$ cat src/rtl/cpx_pkg.sv
package cpx_pkg;
  typedef enum logic [1:0] {
    ST_IDLE   = 2'd0,
    ST_HAND   = 2'd1,
    ST_XFER   = 2'd2,
    ST_RESUME = 2'd3
  } cpx_state_e;

  // Meaning of the two coprocessor lines
  typedef enum logic [1:0] {
    RSP_COMMIT = 2'd0,  // absent=0 busy=0
    RSP_BUSY   = 2'd1,  // absent=0 busy=1
    RSP_NONE   = 2'd2,  // absent=1 busy=1 (no taker / last word)
    RSP_ODD    = 2'd3   // absent=1 busy=0
  } cpx_rsp_e;
endpackage

$ cat src/rtl/cpx_rst_sync.sv
module cpx_rst_sync #(
  parameter int STAGES = 2
) (
  input  logic clk,
  input  logic rst_n,
  output logic rst_sync_n
);
  logic [STAGES-1:0] sync_q;

  always_ff @(posedge clk or negedge rst_n) begin
    if (!rst_n) sync_q <= '0;
    else        sync_q <= {sync_q[STAGES-2:0], 1'b1};
  end

  assign rst_sync_n = sync_q[STAGES-1];
endmodule

$ cat src/rtl/cpx_rsp_decode.sv
module cpx_rsp_decode
  import cpx_pkg::*;
(
  input  logic     cp_absent,
  input  logic     cp_busy,
  output cpx_rsp_e rsp
);
  always_comb begin
    unique case ({cp_absent, cp_busy})
      2'b00:   rsp = RSP_COMMIT;
      2'b01:   rsp = RSP_BUSY;
      2'b11:   rsp = RSP_NONE;
      default: rsp = RSP_ODD;
    endcase
  end
endmodule

$ cat src/rtl/cpx_seq_fsm.sv
module cpx_seq_fsm
  import cpx_pkg::*;
(
  input  logic       clk,
  input  logic       rst_n,
  input  logic       start,
  input  logic       op_xfer,
  input  cpx_rsp_e   rsp,
  input  logic       irq_abandon,
  output cpx_state_e state,
  output logic       first
);
  cpx_state_e state_q, state_d;
  logic       first_q, first_d;
  logic       op_q, op_d;

  always_comb begin
    state_d = state_q;
    first_d = 1'b0;
    op_d    = op_q;
    unique case (state_q)
      ST_IDLE: begin
        if (start) begin
          state_d = ST_HAND;
          first_d = 1'b1;
          op_d    = op_xfer;
        end
      end
      ST_HAND: begin
        unique case (rsp)
          RSP_COMMIT: state_d = op_q ? ST_XFER : ST_RESUME;
          RSP_BUSY:   state_d = irq_abandon ? ST_IDLE : ST_HAND;
          default:    state_d = ST_IDLE;
        endcase
      end
      ST_XFER:   if (rsp == RSP_NONE) state_d = ST_RESUME;
      ST_RESUME: state_d = ST_IDLE;
      default:   state_d = ST_IDLE;
    endcase
  end

  always_ff @(posedge clk or negedge rst_n) begin
    if (!rst_n) begin
      state_q <= ST_IDLE;
      first_q <= 1'b0;
      op_q    <= 1'b0;
    end else begin
      state_q <= state_d;
      first_q <= first_d;
      op_q    <= op_d;
    end
  end

  assign state = state_q;
  assign first = first_q;

  // an abandoned busy-wait leaves the handshake at once
  p_abandon_exit_r9: assert property (@(posedge clk) disable iff (!rst_n)
    (state_q == ST_HAND && rsp == RSP_BUSY && irq_abandon) |=> (state_q == ST_IDLE));
endmodule

$ cat src/rtl/cpx_addr_gen.sv
module cpx_addr_gen
  import cpx_pkg::*;
#(
  parameter int ADDR_W     = 32,
  parameter int WORD_BYTES = 4
) (
  input  logic              clk,
  input  logic              rst_n,
  input  cpx_state_e        state,
  input  logic              capture,
  input  logic [ADDR_W-1:0] fetch_pc,
  input  logic [ADDR_W-1:0] base_addr,
  output logic [ADDR_W-1:0] addr,
  output logic [ADDR_W-1:0] base_wb
);
  localparam logic [ADDR_W-1:0] STEP = ADDR_W'(WORD_BYTES);

  logic [ADDR_W-1:0] pc_q, pc_d;
  logic [ADDR_W-1:0] ptr_q, ptr_d;
  logic              pc_en, ptr_en;
  logic [ADDR_W-1:0] ptr_next;

  assign ptr_next = ptr_q + STEP;
  assign pc_en    = capture;
  assign ptr_en   = capture || (state == ST_XFER);
  assign pc_d     = fetch_pc;
  assign ptr_d    = capture ? base_addr : ptr_next;

  always_ff @(posedge clk or negedge rst_n) begin
    if (!rst_n) begin
      pc_q  <= '0;
      ptr_q <= '0;
    end else begin
      if (pc_en)  pc_q  <= pc_d;
      if (ptr_en) ptr_q <= ptr_d;
    end
  end

  always_comb begin
    unique case (state)
      ST_XFER:   addr = ptr_q;
      ST_RESUME: addr = pc_q + STEP;
      default:   addr = pc_q;
    endcase
  end

  assign base_wb = ptr_next;

  // consecutive transfer cycles step by one word
  p_xfer_step_r5: assert property (@(posedge clk) disable iff (!rst_n)
    (state == ST_XFER && $past(state) == ST_XFER) |-> (addr == $past(addr) + STEP));
endmodule

$ cat src/rtl/cpx_xfer_ctrl.sv
module cpx_xfer_ctrl
  import cpx_pkg::*;
#(
  parameter int ADDR_W     = 32,
  parameter int WORD_BYTES = 4,
  parameter int SYNC_STAGES = 2
) (
  input  logic              clk,
  input  logic              rst_n,
  input  logic              start,
  input  logic              op_xfer,
  input  logic [ADDR_W-1:0] fetch_pc,
  input  logic [ADDR_W-1:0] base_addr,
  input  logic              cp_absent,
  input  logic              cp_busy,
  input  logic              irq_abandon,
  output logic [ADDR_W-1:0] addr,
  output logic              mem_req,
  output logic              seq,
  output logic              opc_fetch,
  output logic              cop_strobe_n,
  output logic              undef_trap,
  output logic              abandoned,
  output logic              base_we,
  output logic [ADDR_W-1:0] base_wb,
  output logic              done
);
  logic       rst_i_n;
  cpx_rsp_e   rsp;
  cpx_state_e state;
  logic       first;
  logic       in_idle, in_hand, in_xfer, in_resume;

  cpx_rst_sync #(.STAGES(SYNC_STAGES)) u_rst (
    .clk(clk), .rst_n(rst_n), .rst_sync_n(rst_i_n)
  );

  cpx_rsp_decode u_dec (
    .cp_absent(cp_absent), .cp_busy(cp_busy), .rsp(rsp)
  );

  cpx_seq_fsm u_fsm (
    .clk(clk), .rst_n(rst_i_n), .start(start), .op_xfer(op_xfer),
    .rsp(rsp), .irq_abandon(irq_abandon), .state(state), .first(first)
  );

  assign in_idle   = (state == ST_IDLE);
  assign in_hand   = (state == ST_HAND);
  assign in_xfer   = (state == ST_XFER);
  assign in_resume = (state == ST_RESUME);

  cpx_addr_gen #(.ADDR_W(ADDR_W), .WORD_BYTES(WORD_BYTES)) u_agen (
    .clk(clk), .rst_n(rst_i_n), .state(state), .capture(in_idle && start),
    .fetch_pc(fetch_pc), .base_addr(base_addr), .addr(addr), .base_wb(base_wb)
  );

  assign cop_strobe_n = !in_hand;
  assign mem_req      = (in_hand && rsp == RSP_COMMIT) || in_xfer || in_resume;
  assign seq          = in_xfer && (rsp != RSP_NONE);
  assign opc_fetch    = (in_hand && first) || in_resume;
  assign undef_trap   = in_hand && (rsp == RSP_NONE || rsp == RSP_ODD);
  assign abandoned    = in_hand && (rsp == RSP_BUSY) && irq_abandon;
  assign base_we      = in_xfer;
  assign done         = in_resume;

  // a trap request is followed by an idle cycle
  p_undef_exit_r2: assert property (@(posedge clk) disable iff (!rst_i_n)
    undef_trap |=> (cop_strobe_n && !mem_req));

  // busy-wait keeps the strobe low and the address still
  p_busy_hold_r3: assert property (@(posedge clk) disable iff (!rst_i_n)
    (!cop_strobe_n && !cp_absent && cp_busy && !irq_abandon)
      |=> (!cop_strobe_n && addr == $past(addr)));

  // the last transfer word is followed by completion
  p_last_done_r7: assert property (@(posedge clk) disable iff (!rst_i_n)
    (base_we && cp_absent && cp_busy) |=> done);

  // after an abandon the strobe is released
  p_abandon_idle_r9: assert property (@(posedge clk) disable iff (!rst_i_n)
    abandoned |=> (cop_strobe_n && !mem_req));
endmodule

$ cat config.mk
export PLATFORM = sky130hd
export DESIGN_NAME = cpx_xfer_ctrl
export DESIGN_NICKNAME = d
export VERILOG_FILES = /design/src/rtl/cpx_pkg.sv /design/src/rtl/cpx_rst_sync.sv /design/src/rtl/cpx_rsp_decode.sv /design/src/rtl/cpx_seq_fsm.sv /design/src/rtl/cpx_addr_gen.sv /design/src/rtl/cpx_xfer_ctrl.sv
export SDC_FILE = /design/constraint.sdc
export NUM_CORES = 1
export LEC_CHECK = 0
export BUFFER_PORTS_ARGS = -buffer_cell sky130_fd_sc_hd__buf_2
export CAP_MARGIN = 10
export CORE_UTILIZATION = 40
export DETAILED_ROUTE_END_ITERATION = 7
export GPL_ROUTABILITY_DRIVEN = 0
export PLACE_DENSITY = 0.7
export SYNTH_ARGS = -nofsm -noshare
export SYNTH_HDL_FRONTEND = slang
export SYNTH_SLANG_ARGS = --single-unit
$ cat constraint.sdc
create_clock -name clk -period 4.5 [get_ports clk]
set_input_delay 0.45 -clock clk [delete_from_list [all_inputs] [get_ports clk]]
set_output_delay 0.45 -clock clk [all_outputs]
set_load 0.03 [all_outputs]
==> results.py <==
metrics = {
    "routing": {
        "drc": 10,
        "routed_wl_um": 15100,
        "firstDrtPassIters": 7,
        "via_per_inst": 5.84,
        "num_vias": 5190,
        "post_drt_wl_per_cell_um": 17.0,
        "postRouteAntennaNets": 0,
        "drtIter0Drc": 599,
    },
    "setup_path": {
        "critPathTopFamily": "simple AND/OR/NAND/NOR gates",
        "cp-startpoint": "u_agen.pc_q[2]",
        "startpoint_type": "flop",
        "critPathKind": "reg -> out",
        "r2r_start": "u_fsm.state[0]",
        "critPathMaxFanout": 8,
        "cp-end-kind": "output pin",
        "arrival_ps": 2690,
        "critPathBufInv": 1,
        "slowest_delay_ps": 430,
        "cp.required_ps": 4050,
        "slowest_stage": "dfrtp_1",
        "crit_chain": "ha_1 > and4_1 > nand4_1 > nor2_1 > a41oi_1 > a311oi_1 > buf_2",
    },
    "floorplan": {
        "die_area_um2": 12600,
        "num_io_pins": 143,
        "core_area_um2": 11600,
        "die_w_um": 112,
        "rows": 39,
        "die_h_um": 112,
        "initial_core_util": 0.419,
    },
    "layout": {
        "fin_cells": 888,
        "fin_nets": 813,
        "drive_gt1_frac": 0.246,
        "diodes": 0,
        "synthToLayoutAreaGrowth_pct": 20.6,
    },
    "grt": {
        "met2_usage": 0.363,
        "grt_max_degree": 69,
        "grt_antenna_before_repair": 0,
        "overflow": 0,
        "grt_use_met1": 0.336,
        "grt_usage": 0.238,
        "grt_pass1_wl_um": 23700,
        "gr-max-usage-layer": "met2",
        "grt.met3_usage": 0.0400,
        "grt_pass1_vias": 4685,
    },
    "clock_network": {
        "clockRootBuffer": "clkbuf_16",
        "postCtsSetupRepairBufs": 0,
        "cts_sinks": 70,
        "clk_latency_ps": 340,
        "cts.clk_slew.worst_paths_ps": 60,
        "cts_resized": 0,
        "cts_buffers": 9,
        "cts_tree": "built",
        "clockBufferDepth": 2,
        "cts_hold_buf": 1,
        "htree_levels": 3,
    },
    "power": {
        "powerDensity_nw_per_um2": 869,
        "power.leakage_nw": 2.80,
        "peakVddDrop_uv": 549,
    },
    "timing": {
        "fin_tns_setup_ps": 0,
        "hold_viol_final": 0,
        "slew_viol_final": 0,
        "fin_crit_ps": 3140,
        "rsz0062_at_grt": "no",
        "setup_viol": 0,
        "setup_ws_ps": 1360,
        "slew_headroom": 0.400,
        "fmax_mhz": 319,
        "fin_crit_sh": 0.697,
        "worstMarginPinSlew_ps": 900,
        "whs_ps": 298,
        "clock_skew_ps": 5.27,
    },
    "logic_synthesis": {
        "synth-async-reset-ratio": 1.00,
        "ys.flop_type": "dfrtp_1",
        "synth_seq_cells": 70,
        "synth_nets": 703,
        "yosys_warnings": 0,
        "netlist_area_um2": 4860,
        "synth_cell_types": 68,
        "ys_seq_area_frac": 0.360,
        "syn_avg_cell_area_um2": 7.72,
        "synth_cells": 630,
        "synth-edff-count": 0,
    },
    "status": {
        "failed_checks": "design-rule violations",
        "status": "finished with violations",
    },
    "place": {
        "portBuffers": 142,
        "place_ws_ps": 1740,
        "place_hpwl_um": 10900,
        "placed_cells": 871,
    },
    "flow_run": {
        "maxCapViolCount": 0,
    },
    "worst_hold_path": {
        "hp-class": "in -> reg",
        "min_from": "fetch_pc[5]",
    },
}
-- kinds of logic after synthesis --
family                     count (synthesis)  share of synthesized area
and+or+nand+nor                          312                      0.310
AOI/OAI and AO/OA                        149                      0.201
DFF                                       70                      0.360
buffers and inverters                     65                     0.0661
xor gates and xnor gates                  29                     0.0522
adders and majority gates                  2                    0.00515
muxes                                      2                    0.00412
other                                      1                   0.000771
-- through the flow --
step	power (mW)	utilization	area [µm²]
3_3_place_gp	4.24	0.477	5540
2_1_floorplan	3.50	-	4860
5_1_grt	5.40	0.505	5860
6_report	5.09	0.505	5860
4_1_cts	5.08	0.505	5860
3_5_place_dp	4.30	0.477	5540
-- state kept, by name, indices dropped and copies added (netlist names), named ones only --
| register | flops |
|---|---|
| u_agen.pc_q | 32 |
| u_agen.ptr_q | 32 |
| u_rst.sync_q | 2 |
| u_fsm.first | 1 |
| u_fsm.op_q | 1 |
| u_fsm.state | 1 |
-- layout make-up --
class | instances | area (µm²)
repair buffers | 149 | 766
clock buffers | 12 | 246
fillers | 1135 | 5750
multi-input cells | 495 | 2790
inverters | 15 | 56.3
flip-flops and latches | 70 | 1750
clock inverters | 4 | 70.1
well taps | 143 | 179
-- path summary, 6_finish.rpt --
check | end | depth (start not counted) | slack (ps)
min in group asynchronous | u_rst.sync_q[0] | 2 | 420
hold / removal | u_agen.pc_q[5] | 3 | 300
max in group asynchronous | u_agen.ptr_q[12] | 1 | 3450
setup / recovery | addr[24] | 7 | 1360
setup reg to reg | u_agen.ptr_q[15] | 7 | 1820
hold reg to reg | u_rst.sync_q[1] | 0 | 350
-- worst min-delay path, stage by stage --
cell,delay [ps]
buf_2,70
nand2_1,40
nand2_1,40
-- power breakdown --
part,total [mW],switching (mW),internal (mW)
registers,1.44,0.511,0.925
logic,2.89,1.99,0.900
clock network,0.769,0.270,0.499
total,5.09,2.77,2.32
-- synthesized netlist by cell type, drive strengths merged (8+ instances only) --
cell,n,share of area
nand2,158,0.12
dfrtp,70,0.36
nand3,41,0.044
a21oi,40,0.041
nor2,37,0.029
o21ai,33,0.034
clkbuf,26,0.029
buf,24,0.026
xnor2,19,0.034
nand4,16,0.026
nor3,15,0.015
inv,13,0.010
a22oi,10,0.015
xor2,10,0.018
and3,9,0.012
o22ai,9,0.012
o311ai,9,0.016
and4,8,0.015
-- cell usage in the layout (no fill, tap or decap), types with 4 or more instances in the layout --
cell type	Yosys	layout
buf_4	2	6
nand3_1	39	39
inv_1	13	12
nand4_1	13	13
buf_2	11	142
xnor2_1	19	19
a21oi_1	40	40
a22oi_1	10	10
a21o_1	6	6
nand2b_1	5	4
a31oi_1	4	4
nor3_1	15	15
o21ai_0	32	32
nand2_1	158	158
o311ai_0	8	8
o22ai_1	9	9
and3_1	8	8
a222oi_1	4	4
xor2_1	10	10
a221o_1	4	4
nor2_1	37	37
clkbuf_16	0	9
a311oi_1	4	4
nor4_1	4	4
dfrtp_1	70	69
and4_1	4	4
a22o_1	4	4
and4_2	4	4
-- per-layer routing --
| layer | vias to the layer above | part of all wire |
|---|---|---|
| met5 | - | 0 |
| met4 | 0 | 0.019 |
| met3 | 28 | 0.095 |
| met2 | 269 | 0.44 |
| met1 | 2428 | 0.44 |
| li1 | 2465 | - |
Note: power is estimated with default switching activity, not from simulation.
